### src/rtl/cellrx_pkg.sv
package cellrx_pkg;

  // Force a configured length into the supported window.
  function automatic int unsigned clamp_len(int unsigned cfg, int unsigned lo, int unsigned hi);
    if (cfg < lo) return lo;
    if (cfg > hi) return hi;
    return cfg;
  endfunction

  // Index of the final byte of a cell of n bytes (bytes numbered from zero).
  function automatic int unsigned last_index(int unsigned n);
    return n - 1;
  endfunction

endpackage

### src/rtl/cellrx_req_ctl.sv
module cellrx_req_ctl #(
  parameter int unsigned CNT_W = 8
) (
  input  logic             clk,
  input  logic             rst,
  input  logic [CNT_W-1:0] len_eff,
  input  logic             cav,
  input  logic             room,
  input  logic             stall,
  output logic             enb_n,
  output logic             fire,
  output logic             cell_start
);

  logic [CNT_W-1:0] req_cnt;
  logic [CNT_W-1:0] cnt_after;
  logic             at_bound;
  logic             mid_cell;
  logic             go;

  // A request is made in every cycle the enable is low.
  always_comb begin
    fire       = !enb_n;
    cnt_after  = req_cnt + CNT_W'(fire);
    at_bound   = (cnt_after == len_eff);
    mid_cell   = (cnt_after != '0) && !at_bound;
    go         = mid_cell ? !stall : (cav && room && !stall);
    cell_start = !mid_cell && go;
  end

  always_ff @(posedge clk) begin
    if (rst) begin
      enb_n   <= 1'b1;
      req_cnt <= '0;
    end else begin
      enb_n   <= !go;
      req_cnt <= at_bound ? '0 : cnt_after;
    end
  end

  assert_idle_gate_R2: assert property (@(posedge clk) disable iff (rst)
    (req_cnt == '0 && enb_n && !(cav && room)) |=> enb_n);

  assert_stall_pause_R6: assert property (@(posedge clk) disable iff (rst)
    stall |=> enb_n);

  assert_cnt_bound_R7: assert property (@(posedge clk) disable iff (rst)
    req_cnt < len_eff);

  assert_bound_room_R10: assert property (@(posedge clk) disable iff (rst)
    (fire && (req_cnt + 1'b1 == len_eff) && !room) |=> enb_n);

endmodule

### src/rtl/cellrx_capture.sv
module cellrx_capture
  import cellrx_pkg::*;
#(
  parameter int unsigned DATA_W = 8,
  parameter int unsigned CNT_W  = 8
) (
  input  logic              clk,
  input  logic              rst,
  input  logic [CNT_W-1:0]  len_eff,
  input  logic              fire,
  input  logic [DATA_W-1:0] in_data,
  input  logic              in_soc,
  input  logic              in_par,
  output logic              o_valid,
  output logic [DATA_W-1:0] o_data,
  output logic              o_sop,
  output logic              o_eop,
  output logic              o_par
);

  logic             pend_q;
  logic [CNT_W-1:0] rcv_cnt;
  logic [CNT_W-1:0] last_idx;
  logic             is_last;

  assign last_idx = CNT_W'(last_index(32'(len_eff)));
  assign is_last  = (rcv_cnt == last_idx);

  // pend_q marks the cycle in which the slave drives the requested byte.
  always_ff @(posedge clk) begin
    if (rst) begin
      pend_q  <= 1'b0;
      o_valid <= 1'b0;
      o_data  <= '0;
      o_sop   <= 1'b0;
      o_eop   <= 1'b0;
      o_par   <= 1'b0;
      rcv_cnt <= '0;
    end else begin
      pend_q  <= fire;
      o_valid <= pend_q;
      if (pend_q) begin
        o_data  <= in_data;
        o_sop   <= in_soc;
        o_par   <= in_par;
        o_eop   <= is_last;
        rcv_cnt <= is_last ? '0 : rcv_cnt + 1'b1;
      end else begin
        o_sop <= 1'b0;
        o_eop <= 1'b0;
      end
    end
  end

  assert_eop_qual_R5: assert property (@(posedge clk) disable iff (rst)
    o_eop |-> o_valid);

  assert_rcv_bound_R5: assert property (@(posedge clk) disable iff (rst)
    rcv_cnt < len_eff);

endmodule

### src/rtl/cell_rx_master.sv
module cell_rx_master
  import cellrx_pkg::*;
#(
  parameter int unsigned DATA_W  = 8,
  parameter int unsigned CFG_W   = 8,
  parameter int unsigned LEN_MIN = 16,
  parameter int unsigned LEN_MAX = 128
) (
  input  logic              clk,
  input  logic              rst,
  input  logic [CFG_W-1:0]  cell_len_cfg,
  input  logic              phy_cav,
  input  logic [DATA_W-1:0] phy_data,
  input  logic              phy_soc,
  input  logic              phy_par,
  output logic              phy_enb_n,
  input  logic              buf_room,
  input  logic              buf_stall,
  output logic              out_valid,
  output logic [DATA_W-1:0] out_data,
  output logic              out_sop,
  output logic              out_eop,
  output logic              out_par
);

  localparam int unsigned CNT_W = $clog2(LEN_MAX + 1);

  logic [CNT_W-1:0] len_eff;
  logic             req_fire;
  logic             cell_start;

  assign len_eff = CNT_W'(clamp_len(32'(cell_len_cfg), LEN_MIN, LEN_MAX));

  cellrx_req_ctl #(.CNT_W(CNT_W)) req_i (
    .clk        (clk),
    .rst        (rst),
    .len_eff    (len_eff),
    .cav        (phy_cav),
    .room       (buf_room),
    .stall      (buf_stall),
    .enb_n      (phy_enb_n),
    .fire       (req_fire),
    .cell_start (cell_start)
  );

  cellrx_capture #(.DATA_W(DATA_W), .CNT_W(CNT_W)) cap_i (
    .clk     (clk),
    .rst     (rst),
    .len_eff (len_eff),
    .fire    (req_fire),
    .in_data (phy_data),
    .in_soc  (phy_soc),
    .in_par  (phy_par),
    .o_valid (out_valid),
    .o_data  (out_data),
    .o_sop   (out_sop),
    .o_eop   (out_eop),
    .o_par   (out_par)
  );

  always_comb begin
    if (rst == 1'b0) begin
      assert_len_clamped_R9: assert (len_eff >= LEN_MIN && len_eff <= LEN_MAX)
        else $error("effective cell length outside window");
    end
  end

  assert_req_to_byte_R3: assert property (@(posedge clk) disable iff (rst)
    !phy_enb_n |-> ##2 out_valid);

  assert_start_gated_R2: assert property (@(posedge clk) disable iff (rst)
    cell_start |-> (buf_room && !buf_stall));

endmodule

### config.mk
export PLATFORM = sky130hd
export DESIGN_NAME = cell_rx_master
export DESIGN_NICKNAME = d
export VERILOG_FILES = /design/src/rtl/cellrx_pkg.sv /design/src/rtl/cellrx_req_ctl.sv /design/src/rtl/cellrx_capture.sv /design/src/rtl/cell_rx_master.sv
export SDC_FILE = /design/constraint.sdc
export NUM_CORES = 1
export LEC_CHECK = 0
export BUFFER_PORTS_ARGS = -buffer_cell sky130_fd_sc_hd__buf_4
export CORE_MARGIN = 2
export CORE_UTILIZATION = 45
export DETAILED_ROUTE_END_ITERATION = 10
export PLACE_DENSITY_LB_ADDON = 0.12
export SLEW_MARGIN = 20
export SYNTH_ARGS = -nofsm -noshare
export SYNTH_HDL_FRONTEND = slang
export SYNTH_SLANG_ARGS = --single-unit
### constraint.sdc
create_clock -name clk -period 3.09 [get_ports clk]
set_input_delay 0.309 -clock clk [delete_from_list [all_inputs] [get_ports clk]]
set_output_delay 0.309 -clock clk [all_outputs]
set_load 0.03 [all_outputs]
==> impl_summary.txt <==
----------------------------------------------------
[Layout]
  Post-layout instance area ... between 2000 and 2500 µm²
  Area growth syn-to-layout ... 18.55%
  Final Core Density ... 0.5618
  Share of final-layout standard cells stronger than drive strength 1 ... 0.2078
  Post-Layout Cell Count ... approximately 310
  Register cell area after layout ... around 600 µm²
  Number of diodes added for antenna fixing ... 0
  Most common library cell in the layout ignoring fill and taps ... sky130_fd_sc_hd__buf_4
  NumNets Final ... around 280
  Footprint of the multi-input gates ... ~1200 µm²
  Commonest non-fill, non-tap cells in the layout ... sky130_fd_sc_hd__buf_4, sky130_fd_sc_hd__dfxtp_1, sky130_fd_sc_hd__nor2_1
  Fillers ... 401

[STA]
  RSZ-0062 raised after global routing ... false
  Final worst clock skew ... between 0.003 and 0.004 ns
  Number of failing hold endpoints at the final stage ... 0
  Max_slew headroom ... 0.4571
  Final min period ... around 2.5 ns
  Final TNS setup ... 0 ns
  Transition time at the pin with the least slew margin ... around 0.81 ns
  Slew Limit Fails ... 0
  Period utilisation layout ... 0.8183
  Final setup vio count ... 0
  Fmax ... about 400 MHz

[Pwr]
  Power after layout ... slightly below 900 µW
  Power per unit of standard cell area ... roughly 390 nW/µm²
  Maximum VDD drop ... roughly 0.31 mV
  Leakage power summed over all cells ... just under 0.0009 µW

[Global routing]
  Antenna violations before repair ... 0
  Via count of the first global-routing pass ... 1,581
  Pin count of the biggest net entering global routing ... 31
  Wire length of the first global-routing pass ... between 7000 and 8000 µm
  Total GRT Usage ... 0.1833
  Overflow left after global routing ... 0

[Clock tree]
  Setup Buffers After CTS ... 0
  Insertion delay of the later-clocked pin in the worst-skew pair ... between 0.2 and 0.3 ns
  TritonCTS sink count ... 30
  Clock tree from TritonCTS ... yes
  CTS max path bufs ... 2
  Count of hold buffers inserted by post-cts repair ... 0
  Clock buffers created by TritonCTS ... 5
  Clock-pin slew reported for the worst setup and hold paths after clock tree synthesis ... 0.06 ns
  H-tree levels ... 2
  Resized cells post-CTS ... 0
  Clk Tree Root Cell ... sky130_fd_sc_hd__clkbuf_8

[Drt]
  Initial drt markers ... approximately 130
  Remaining number of nets flagged by the antenna check after routing ... 0
  Drt drc ... 0
  Mean number of vias per cell ... between 5 and 6
  Count of TritonRoute iterations in the first routing pass ... 5
  Vias after detailed routing ... 1,708
  Routed length per instance ... roughly 13 µm
  Detailed Route WL ... 4109 µm

[Worst setup path]
  Critical-path cell list ... inv_1 -> ha_1 -> ha_1 -> and3_1 -> xnor2_1 -> xor2_1 -> a2111oi_0 -> o211a_1 -> a211oi_1
  Kind of start point of the critical path ... flip-flop
  Maximum net fanout on the critical path ... 9
  Worst Path Required ... around 3.2 ns
  Critical Path Most Common Cell ... sky130_fd_sc_hd__ha_1
  Critical path endpoint category ... flip-flop
  Crit-path max cell delay ... around 0.43 ns
  Worst setup path category ... flip-flop to flip-flop
  Number of buffer and inverter instances along the worst setup path ... 1
  Worst path slowest cell ... sky130_fd_sc_hd__a2111oi_0
  Data arrival time of the worst path ... about 2.7 ns
  Kind of cell adding the most delay to the critical path ... compound AO/OA/AOI/OAI gates

[Synth]
  Share of synthesized area occupied by flip-flops and latches ... 0.3145
  Commonest register cell after synthesis ... sky130_fd_sc_hd__dfxtp_1
  Flops & latches, synth ... 30
  Cell count after synthesis ... approximately 230
  Proportion of synthesized flip-flops having asynchronous set or reset ... 0
  Count of synthesis-stage warnings from yosys ... 0
  Number of flops mapped to enable cells by yosys ... 0
  Synth cell types ... 49
  Synthesized cell area ... 1909 µm²
  Synth Net Count ... 256
  Mapped Avg Cell Area ... roughly 8.3 µm²

[Run status]
  Result of the run ... complete, no violations

[Worst hold path]
  Hold Crit Class ... primary input to flip-flop

[Place]
  DPL Wire Length ... approximately 3000 µm
  Area of placed instances ... between 2000 and 2500 µm²
  Input/output buffers ... 35
  Dpl cells ... between 200 and 300
  Final GP Congestion ... 0.7875

[Floorplanning]
  CORE AREA ... between 4000 and 5000 µm²
  Die Y-Extent ... 69.14 µm
  Top-level I/O count ... 36
  Die ar. ... 4780 µm²
  Placement row count ... 23
  Horizontal extent of the die ... between 60 and 70 µm
  Initial cell density of the core ... 0.4739

[Flow run]
  Max-cap violations ... 0

----------------------------------------------------
kinds of logic (layout without fill, tap and decap cells):
group / after synthesis / count (layout) / share of synthesized area
AND/OR/NAND/NOR: 85 / 85 / 0.2359
multiplexers: 11 / 11 / 0.05832
adder cells (fa/ha/maj): 4 / 4 / 0.02621
flip-flops: 30 / 30 / 0.3145
XOR/XNOR: 20 / 20 / 0.09961
buffers and inverters: 25 / 51 / 0.05243
AO/OA/AOI/OAI: 54 / 54 / 0.2130
final timing paths:
path | cells past startpoint | slack [ns] | start | to
setup reg to reg | 9 | 0.56 | req_i.enb_n | req_i.req_cnt[3]
hold / removal | 2 | 0.23 | phy_soc | cap_i.o_sop
setup / recovery | 9 | 0.56 | req_i.enb_n | req_i.req_cnt[3]
hold reg to reg | 1 | 0.45 | req_i.enb_n | cap_i.pend_q
power by group:
| group | switching (µW) | internal (µW) | total, µW |
|---|---|---|---|
| logic | 84.2 | 69.7 | 154 |
| registers | 8.80 | 397 | 405 |
| clock network | 149 | 179 | 328 |
sequential cells by signal, indices dropped and copies added, names as in the netlist:
register,cells
cap_i.o_data,8
cap_i.rcv_cnt,8
req_i.req_cnt,8
cap_i.o_eop,1
cap_i.o_par,1
cap_i.o_sop,1
cap_i.o_valid,1
cap_i.pend_q,1
req_i.enb_n,1
metal layers:
metal,up-vias,global-route usage,wire (µm)
met1,782,0.2527,2115
met5,-,0,0
met3,9,0.05263,209
li1,877,-,-
met4,0,0.07407,76
met2,40,0.2682,1709
cell usage after synthesis (4+ instances only):
library cell,instances,share of area
sky130_fd_sc_hd__dfxtp_1,30,0.31
sky130_fd_sc_hd__nor2_1,27,0.053
sky130_fd_sc_hd__nand2_1,17,0.033
sky130_fd_sc_hd__a211oi_1,13,0.051
sky130_fd_sc_hd__clkbuf_1,10,0.020
sky130_fd_sc_hd__mux2i_1,10,0.052
sky130_fd_sc_hd__xnor2_1,10,0.046
sky130_fd_sc_hd__xor2_1,9,0.041
sky130_fd_sc_hd__a21oi_1,7,0.018
sky130_fd_sc_hd__and3_1,7,0.023
sky130_fd_sc_hd__inv_1,7,0.014
sky130_fd_sc_hd__o21ai_0,7,0.018
sky130_fd_sc_hd__buf_2,5,0.013
sky130_fd_sc_hd__nand2b_1,5,0.016
sky130_fd_sc_hd__ha_1,4,0.026
sky130_fd_sc_hd__nand4_1,4,0.013
sky130_fd_sc_hd__nor3_1,4,0.010
cell type report:
| class | count | area share |
|---|---|---|
| Tap cell | 50 | 0.02764 |
| Timing Repair Buffer | 36 | 0.1194 |
| Clock buffer | 6 | 0.03648 |
| Clock inverter | 2 | 0.005528 |
| Inverter | 7 | 0.01161 |
| Multi-Input combinational cell | 174 | 0.5340 |
| Sequential cell | 30 | 0.2653 |
metrics by stage:
step	hold slack, ns	setup WS [ns]
final	0.2303	0.5613
after global routing	0.2286	0.3563
after CTS	0.2235	0.5721
after detailed placement	0.4403	0.4424
after global placement	0.4283	0.4232
after floorplan	0.3953	0.6465
(Power assumes the default switching activity.)
